--- src/rtl/sckdiv_pkg.sv ---
package sckdiv_pkg;
    localparam int CODE_W = 4;
    localparam int CODES  = 1 << CODE_W;
    localparam int HALF   = CODES / 2;

    // Interleaved code -> divisor: upper half encodes odd divisors, lower half even.
    function automatic int code_to_div(input logic [CODE_W-1:0] c);
        int cv;
        cv = int'(c);
        if (cv >= HALF) return 2 * (CODES - 1 - cv) + 1;
        else            return 2 * (HALF - 1 - cv) + 2;
    endfunction

    // Inverse of code_to_div for divisors 1..CODES.
    function automatic logic [CODE_W-1:0] div_to_code(input int d);
        if ((d % 2) == 1) return CODE_W'(CODES - 1 - (d - 1) / 2);
        else              return CODE_W'(HALF - 1 - (d - 2) / 2);
    endfunction
endpackage

--- src/rtl/sckdiv_field_decode.sv ---
module sckdiv_field_decode #(
    parameter int CTRL_W   = 32,
    parameter int CODE_LSB = 8,
    parameter int PRE_BIT  = 13,
    parameter int BASE_LSB = 24,
    parameter int BASE_W   = 4,
    parameter bit EXTENDED = 1'b0,
    parameter int DIV_W    = 9
) (
    input  logic [CTRL_W-1:0] ctrl_word,
    output logic [DIV_W-1:0]  div
);
    import sckdiv_pkg::*;

    logic [CODE_W-1:0] code;
    logic [BASE_W-1:0] base;
    logic [DIV_W-1:0]  coded;
    logic              unused_ctrl;

    assign code        = ctrl_word[CODE_LSB +: CODE_W];
    assign base        = ctrl_word[BASE_LSB +: BASE_W];
    assign coded       = DIV_W'(code_to_div(code));
    assign unused_ctrl = ^{ctrl_word, base};

    generate
        if (EXTENDED) begin : g_ext
            logic [DIV_W-1:0] sum;
            always_comb begin
                sum = coded + (DIV_W'(base) << CODE_W);
                // base 0 with the divide-by-one code is illegal: run at two
                if (sum == DIV_W'(1)) sum = DIV_W'(2);
                div = sum;
            end
        end else begin : g_basic
            always_comb begin
                div = ctrl_word[PRE_BIT] ? (coded << 2) : coded;
            end
        end
    endgenerate
endmodule

--- src/rtl/sckdiv_phase_gen.sv ---
module sckdiv_phase_gen #(
    parameter int DIV_W = 9
) (
    input  logic             clk,
    input  logic             rst_n,
    input  logic             enable,
    input  logic [DIV_W-1:0] div,
    output logic             sck,
    output logic             sck_rise,
    output logic             sck_fall
);
    typedef struct packed {
        logic             run;
        logic [DIV_W-1:0] pos;
        logic             sck;
        logic             rise;
        logic             fall;
    } phase_t;

    phase_t         st_d, st_q;
    logic [DIV_W:0] half_w;
    logic [DIV_W:0] nxt_w;
    logic           div_one;

    assign div_one = (div == DIV_W'(1));

    always_comb begin
        half_w  = ({1'b0, div} + 1'b1) >> 1;
        nxt_w   = {1'b0, st_q.pos} + 1'b1;
        st_d     = st_q;
        st_d.run = enable;
        if (!enable) begin
            st_d.pos  = '0;
            st_d.sck  = 1'b0;
            st_d.rise = 1'b0;
            st_d.fall = st_q.sck;
        end else begin
            if (!st_q.run || (nxt_w >= {1'b0, div})) st_d.pos = '0;
            else                                    st_d.pos = nxt_w[DIV_W-1:0];
            st_d.sck = ({1'b0, st_d.pos} < half_w);
            if (div_one) begin
                st_d.rise = 1'b1;
                st_d.fall = 1'b1;
            end else begin
                st_d.rise = st_d.sck & ~st_q.sck;
                st_d.fall = ~st_d.sck & st_q.sck;
            end
        end
    end

    always_ff @(posedge clk) begin
        if (!rst_n) st_q <= '0;
        else        st_q <= st_d;
    end

    // Divisor one: the bus clock itself, gated by the running state.
    assign sck      = div_one ? (clk & st_q.sck) : st_q.sck;
    assign sck_rise = st_q.rise;
    assign sck_fall = st_q.fall;

    p_idle_low_r6: assert property (@(posedge clk) disable iff (!rst_n)
        !enable |=> (!st_q.sck && !st_q.rise))
        else $error("sck not idle after enable dropped");

    p_strobe_onehot_r4: assert property (@(posedge clk) disable iff (!rst_n)
        ((div != DIV_W'(1)) && ($past(div) != DIV_W'(1))) |-> $onehot0({st_q.rise, st_q.fall}))
        else $error("rise and fall strobes together");

    p_rise_in_high_r4: assert property (@(posedge clk) disable iff (!rst_n)
        st_q.rise |-> st_q.sck)
        else $error("rise strobe outside high phase");
endmodule

--- src/rtl/sckdiv_rate_pick.sv ---
module sckdiv_rate_pick #(
    parameter int CTRL_W   = 32,
    parameter int HZ_W     = 32,
    parameter int CODE_LSB = 8,
    parameter int PRE_BIT  = 13,
    parameter int BASE_LSB = 24,
    parameter int BASE_W   = 4,
    parameter bit EXTENDED = 1'b0
) (
    input  logic [HZ_W-1:0]   src_hz,
    input  logic [HZ_W-1:0]   max_hz,
    output logic [CTRL_W-1:0] field,
    output logic              fits
);
    import sckdiv_pkg::*;

    localparam int PW         = HZ_W + 10;
    localparam int BASE_STEPS = (1 << BASE_W) - 1;
    // extended fallback is the code for divisor CODES/2 with base zero
    localparam logic [CTRL_W-1:0] FALLBACK =
        EXTENDED ? (CTRL_W'(div_to_code(CODES / 2)) << CODE_LSB) : '0;

    logic [PW-1:0] src_w;
    logic [PW-1:0] lim_w;

    // floor(src/d) <= max  <=>  src < (max+1)*d
    assign src_w = PW'(src_hz);
    assign lim_w = PW'(max_hz) + PW'(1);

    generate
        if (EXTENDED) begin : g_ext
            always_comb begin
                fits  = 1'b0;
                field = FALLBACK;
                for (int j = 0; j < BASE_STEPS; j++) begin
                    for (int i = 0; i < CODES; i++) begin
                        if (!(i == 0 && j == 0) && !fits &&
                            (src_w < lim_w * PW'(i + 1 + CODES * j))) begin
                            fits  = 1'b1;
                            field = (CTRL_W'(div_to_code(i + 1)) << CODE_LSB) |
                                    (CTRL_W'(j) << BASE_LSB);
                        end
                    end
                end
            end
        end else begin : g_basic
            always_comb begin
                fits  = 1'b0;
                field = FALLBACK;
                for (int i = 0; i < CODES; i++) begin
                    if (!fits && (src_w < lim_w * PW'(i + 1))) begin
                        fits  = 1'b1;
                        field = CTRL_W'(div_to_code(i + 1)) << CODE_LSB;
                    end
                end
                for (int i = 0; i < CODES; i++) begin
                    if (!fits && (src_w < lim_w * PW'(4 * (i + 1)))) begin
                        fits  = 1'b1;
                        field = (CTRL_W'(div_to_code(i + 1)) << CODE_LSB) |
                                (CTRL_W'(1) << PRE_BIT);
                    end
                end
            end
        end
    endgenerate
endmodule

--- src/rtl/spi_sck_divider.sv ---
module spi_sck_divider #(
    parameter int CTRL_W   = 32,
    parameter int HZ_W     = 32,
    parameter int CODE_LSB = 8,
    parameter int PRE_BIT  = 13,
    parameter int BASE_LSB = 24,
    parameter int BASE_W   = 4,
    parameter bit EXTENDED = 1'b0
) (
    input  logic              clk,
    input  logic              rst_n,
    input  logic              enable,
    input  logic              cs_active,
    input  logic [CTRL_W-1:0] ctrl_word,
    input  logic [HZ_W-1:0]   req_src_hz,
    input  logic [HZ_W-1:0]   req_max_hz,
    output logic              sck,
    output logic              sck_rise,
    output logic              sck_fall,
    output logic [CTRL_W-1:0] sel_field,
    output logic              sel_fits
);
    import sckdiv_pkg::*;

    localparam int MAX_DIV = EXTENDED ? CODES * (1 << BASE_W) : CODES * 4;
    localparam int DIV_W   = $clog2(MAX_DIV + 1);
    localparam logic [DIV_W-1:0] RESET_DIV = DIV_W'(code_to_div(CODE_W'(0)));
    localparam logic [CTRL_W-1:0] FALLBACK =
        EXTENDED ? (CTRL_W'(div_to_code(CODES / 2)) << CODE_LSB) : '0;

    logic [DIV_W-1:0] dec_div;
    logic [DIV_W-1:0] div_d, div_q;

    sckdiv_field_decode #(
        .CTRL_W(CTRL_W), .CODE_LSB(CODE_LSB), .PRE_BIT(PRE_BIT),
        .BASE_LSB(BASE_LSB), .BASE_W(BASE_W), .EXTENDED(EXTENDED), .DIV_W(DIV_W)
    ) u_decode (
        .ctrl_word (ctrl_word),
        .div       (dec_div)
    );

    // capture the divisor only between transactions
    always_comb begin
        div_d = cs_active ? div_q : dec_div;
    end

    always_ff @(posedge clk) begin
        if (!rst_n) div_q <= RESET_DIV;
        else        div_q <= div_d;
    end

    sckdiv_phase_gen #(.DIV_W(DIV_W)) u_phase (
        .clk      (clk),
        .rst_n    (rst_n),
        .enable   (enable),
        .div      (div_q),
        .sck      (sck),
        .sck_rise (sck_rise),
        .sck_fall (sck_fall)
    );

    sckdiv_rate_pick #(
        .CTRL_W(CTRL_W), .HZ_W(HZ_W), .CODE_LSB(CODE_LSB), .PRE_BIT(PRE_BIT),
        .BASE_LSB(BASE_LSB), .BASE_W(BASE_W), .EXTENDED(EXTENDED)
    ) u_pick (
        .src_hz (req_src_hz),
        .max_hz (req_max_hz),
        .field  (sel_field),
        .fits   (sel_fits)
    );

    p_div_frozen_r7: assert property (@(posedge clk) disable iff (!rst_n)
        cs_active |=> $stable(div_q))
        else $error("divisor changed during a transaction");

    // a failed search must report the variant's fallback field
    p_pick_fallback_r8: assert property (@(posedge clk) disable iff (!rst_n)
        !sel_fits |-> (sel_field == FALLBACK))
        else $error("fallback field wrong");
endmodule

--- config.mk ---
export PLATFORM = sky130hd
export DESIGN_NAME = spi_sck_divider
export DESIGN_NICKNAME = d
export VERILOG_FILES = /design/src/rtl/sckdiv_pkg.sv /design/src/rtl/sckdiv_field_decode.sv /design/src/rtl/sckdiv_phase_gen.sv /design/src/rtl/sckdiv_rate_pick.sv /design/src/rtl/spi_sck_divider.sv
export SDC_FILE = /design/constraint.sdc
export NUM_CORES = 1
export LEC_CHECK = 0
export BUFFER_PORTS_ARGS = -buffer_cell sky130_fd_sc_hd__buf_2
export CAP_MARGIN = 10
export CORE_ASPECT_RATIO = 1.75
export CORE_MARGIN = 1.5
export CORE_UTILIZATION = 45
export CTS_CLUSTER_DIAMETER = 100
export CTS_CLUSTER_SIZE = 24
export DETAILED_ROUTE_END_ITERATION = 12
export GPL_TIMING_DRIVEN = 0
export MAX_ROUTING_LAYER = met4
export SYNTH_ARGS = -nofsm -noshare
export SYNTH_HDL_FRONTEND = slang
export SYNTH_SLANG_ARGS = --single-unit
--- constraint.sdc ---
create_clock -name clk -period 11.55 [get_ports clk]
set_input_delay 0.5775 -clock clk [delete_from_list [all_inputs] [get_ports clk]]
set_output_delay 0.5775 -clock clk [all_outputs]
set_load 0.02 [all_outputs]
# Word level (Yosys, flattened, before mapping)
# Cells that the tools add are included.
[op_classes]
add_sub_neg = 7
n_eq_ne = 1
n_reduce_logical = 65
n_bitwise = 5
order_cmp = 31
n_mul = 21
n_mux = 71
[op_table]
columns = ["operator", "n"]
rows = [
  ["32-bit by 42-bit < comparator with 1-bit output", 28],
  ["32-bit two-way mux", 31],
  ["42-bit by 4-bit multiplier with 40-bit output, second input constant", 4],
  ["42-bit by 4-bit multiplier with 42-bit output, second input constant", 4],
  ["42-bit by 3-bit multiplier with 39-bit output, second input constant", 2],
  ["42-bit by 3-bit multiplier with 40-bit output, second input constant", 2],
  ["42-bit by 3-bit multiplier with 41-bit output, second input constant", 2],
  ["42-bit by 3-bit multiplier with 42-bit output, second input constant", 2],
  ["42-bit by 2-bit multiplier with 38-bit output, second input constant", 1],
  ["42-bit by 2-bit multiplier with 39-bit output, second input constant", 1],
  ["42-bit by 2-bit multiplier with 40-bit output, second input constant", 1],
  ["42-bit by 2-bit multiplier with 41-bit output, second input constant", 1],
  ["42-bit by 2-bit multiplier with 42-bit output, second input constant", 1],
  ["1-bit two-way mux", 34],
  ["32-bit by 1-bit adder with 33-bit output, second input constant", 1],
  ["1-bit zero test", 32],
  ["1-bit logical AND", 31],
  ["7-bit two-way mux", 4],
  ["7-bit by 1-bit adder with 8-bit output, second input constant", 2],
  ["12-bit two-way mux", 1],
  ["8-bit by 7-bit >= comparator with 1-bit output", 1],
  ["7-bit by 2-bit adder with 7-bit output, second input constant", 1],
  ["7-bit by 3-bit adder with 7-bit output, second input constant", 1],
  ["7-bit by 1-bit == test with 1-bit output, second input constant", 1],
  ["9 further kinds", 12],
]
[totals]
in_bits = 100
elab_cells = 207
out_inout_bits = 36
reg_bits = 18

# Depth between registers and ports, before layout
[logic_depth]
ltp_word = 96
depth_mapped = 39
depth_no_buf = 37

# Cells and area by module
# From an unflattened synthesis, not the netlist that was laid out.
[hier_totals]
cells_unflattened = 4582
hier_area_um2 = 36384.9
[modules_own_cells]
columns = ["module", "cells_each", "area_per_inst_um2", "instances", "seq_area_each_um2"]
rows = [
  ["sckdiv_rate_pick", 4424, 35046.1, 1, 0.0],
  ["sckdiv_phase_gen", 110, 912.1, 1, 220.2],
  ["spi_sck_divider", 22, 262.8, 1, 140.1],
  ["sckdiv_field_decode", 26, 163.9, 1, 0.0],
]

==> impl_metrics.toml <==
[route]
drt-total-wl_mm = 131
drc = 0
drtIter0Drc = 1988
drt-vias-per-instance = 6.12
routedWlPerCell_um = 22.9
drt_first_pass_iters = 6
vias = 35000
ant_nets = 0

[floorplanning]
num_io_pins = 136
core_um2 = 79900
num_rows = 137
die_h_um = 379
start_util = 0.456
dieArea_um2 = 82800
die_w_um = 218

[power]
peakVddDrop_uv = 90.3
finalPower_uw = 4740
p_leak_uw = 0.0193
p_per_area_nw_per_um2 = 122

[hold_path]
min_path_type = "input port to flop"

[synthesis]
syn_inst = 4544
synth-edff-count = 0
yosysUniqueCellTypes = 116
ys_ff_latch = 18
synth.most_common_cell = "ha_1"
yosysSeqAreaShare = 0.00989
async_reset_ff_frac = 0
syn_avg_cell_area_um2 = 8.02
synthTopCellsByCount = "ha_1, inv_1, a21oi_1, a21o_1, nor2_1"
syn_area_um2 = 36400
ys.flop_type = "dfxtp_1"
synth_top_cell_area_share = 0.346
synth_area_leaders = "ha_1, fa_1, a21o_1"
yosysWarnings = 0
synth_top_cell_by_area = "ha_1"

[timing]
finalClockSkew_ps = 1.05
setup_tns_ps = 0
finalCritPeriodShare = 0.971
max_slew.worst_pin.slew_ps = 1360
setup_viol_count_final = 0
fin_ws_ps = 340
final_hold_viol_count = 0
timing.final.crit_period_ps = 11210
timing.fmax_mhz = 89.2
drv_slew = 0
grt_setup_unrepaired = "false"
relSlewSlack = 0.0886

[worst_setup_path]
startpoint_type = "input port"
crit_path_end_kind = "primary output"
critPathMaxFanout = 10
slowest_delay_ps = 640
crit_slowest_cell = "or4_4"
required_ps = 10970
criticalPathCategory = "input port to primary output"
timing.critical_path.arrival_ps = 10630

[placed_design]
gp_congestion = 1.00
io_buffer_count = 72
placed_cells = 5701
dp_hpwl_mm = 111
dpl_worst_slack_ps = -294

[grt]
gr-total-overflow = 0
grt_pass1_vias = 34100
grt_max_degree = 33
antenna_found_initial = 5
grt_pass1_wl_mm = 200
grt_use_total = 0.321

[cells_and_area]
drive_gt1_frac = 0.0574
final_cells = 5710
fin_nets = 5906
syn2layout_area_growth_pct = 6.41

[job]
max-cap-violations = 0

[run_status]
status = "complete, no violations"

[clock_network]
clk_pin_slew_worst_paths_ps = 50
clk-insertion-delay-late_ps = 370
cts_tree = "built"
## logic make-up after synthesis
group                    after synthesis  share of synthesized area
AO/OA/AOI/OAI                       1421                      0.266
XOR/XNOR                             288                     0.0716
adder cells (fa/ha/maj)             1166                      0.426
buffers and inverters                496                     0.0553
flip-flops                            18                    0.00989
multiplexers                          14                    0.00391
other                                  1                   0.000103
AND/OR/NAND/NOR                     1140                      0.167
## critical path: cells and delay by family
kind	cells	cell delay, ps
fa+ha+maj	4	1810
xor+xnor	1	240
buf+inv	8	2030
simple gates	8	2770
mux	1	240
compound gates	11	2940
## registers in the layout, summed over array words and instances (netlist names)
signal            count
u_phase.st_q          9
u_phase.sck_fall      1
u_phase.sck_rise      1
div_q                 7
## layout make-up
cell class | count | area [um^2]
Fill cell | 8103 | 41100
Multi-Input combinational cell | 4056 | 34300
Inverter | 390 | 1470
Tap cell | 1042 | 1300
Timing Repair Buffer | 88 | 592
Buffer | 105 | 554
Sequential cell | 18 | 360
Clock buffer | 8 | 169
Antenna cell | 3 | 7.51
## where the power goes
part,leakage (uW),total [uW],switching [uW],internal [uW]
registers,0.000147,67.5,2.79,64.7
clock network,0.0000905,130,32.4,97.1
logic,0.0190,4540,2670,1870
total,0.0193,4740,2700,2030
## layer usage
layer	track usage	vias up	wire [um]
met5	-	-	0
met4	0.257	0	12800
met3	0.00839	324	3670
met2	0.557	875	63100
met1	0.345	16500	51200
li1	-	17300	-
## cell usage in the layout, fill, tap and decap left out, types with 53 or more instances in the layout
cell,instances
xnor2_1,167
fa_1,133
nand3_1,90
o21a_1,92
nand2b_1,53
o211ai_1,60
nand2_1,232
nand4_1,108
xor2_1,96
a211oi_1,61
a21o_1,276
a21oi_1,304
o21ai_0,240
buf_2,84
nor3_1,93
nor2_1,251
nor2b_1,56
inv_1,383
ha_1,1006
## through the flow
stage,hold slack [ps],cell area [um^2],utilization
2_1_floorplan,452,36500,-
3_3_place_gp,499,38200,0.478
3_5_place_dp,507,38600,0.483
4_1_cts,433,38700,0.485
5_1_grt,429,38800,0.485
6_report,430,38800,0.485
## what timing repair did
action                                  CTS  global route
endpoints found under the setup margin    6             6
gates resized for setup                   1            16
hold buffers                              0             0
hold endpoints to repair                  0             0
setup buffers                             0             0
## worst paths after layout
path	start	end	slack, ps	depth (start not counted)
worst max register to register	u_phase.st_q[3]	u_phase.sck_fall	7330	18
worst min register to register	u_phase.st_q[3]	u_phase.st_q[3]	520	1
worst max-delay path	req_max_hz[0]	sel_field[11]	340	33
worst min-delay path	rst_n	div_q[4]	430	2
(Power assumes the default switching activity.)
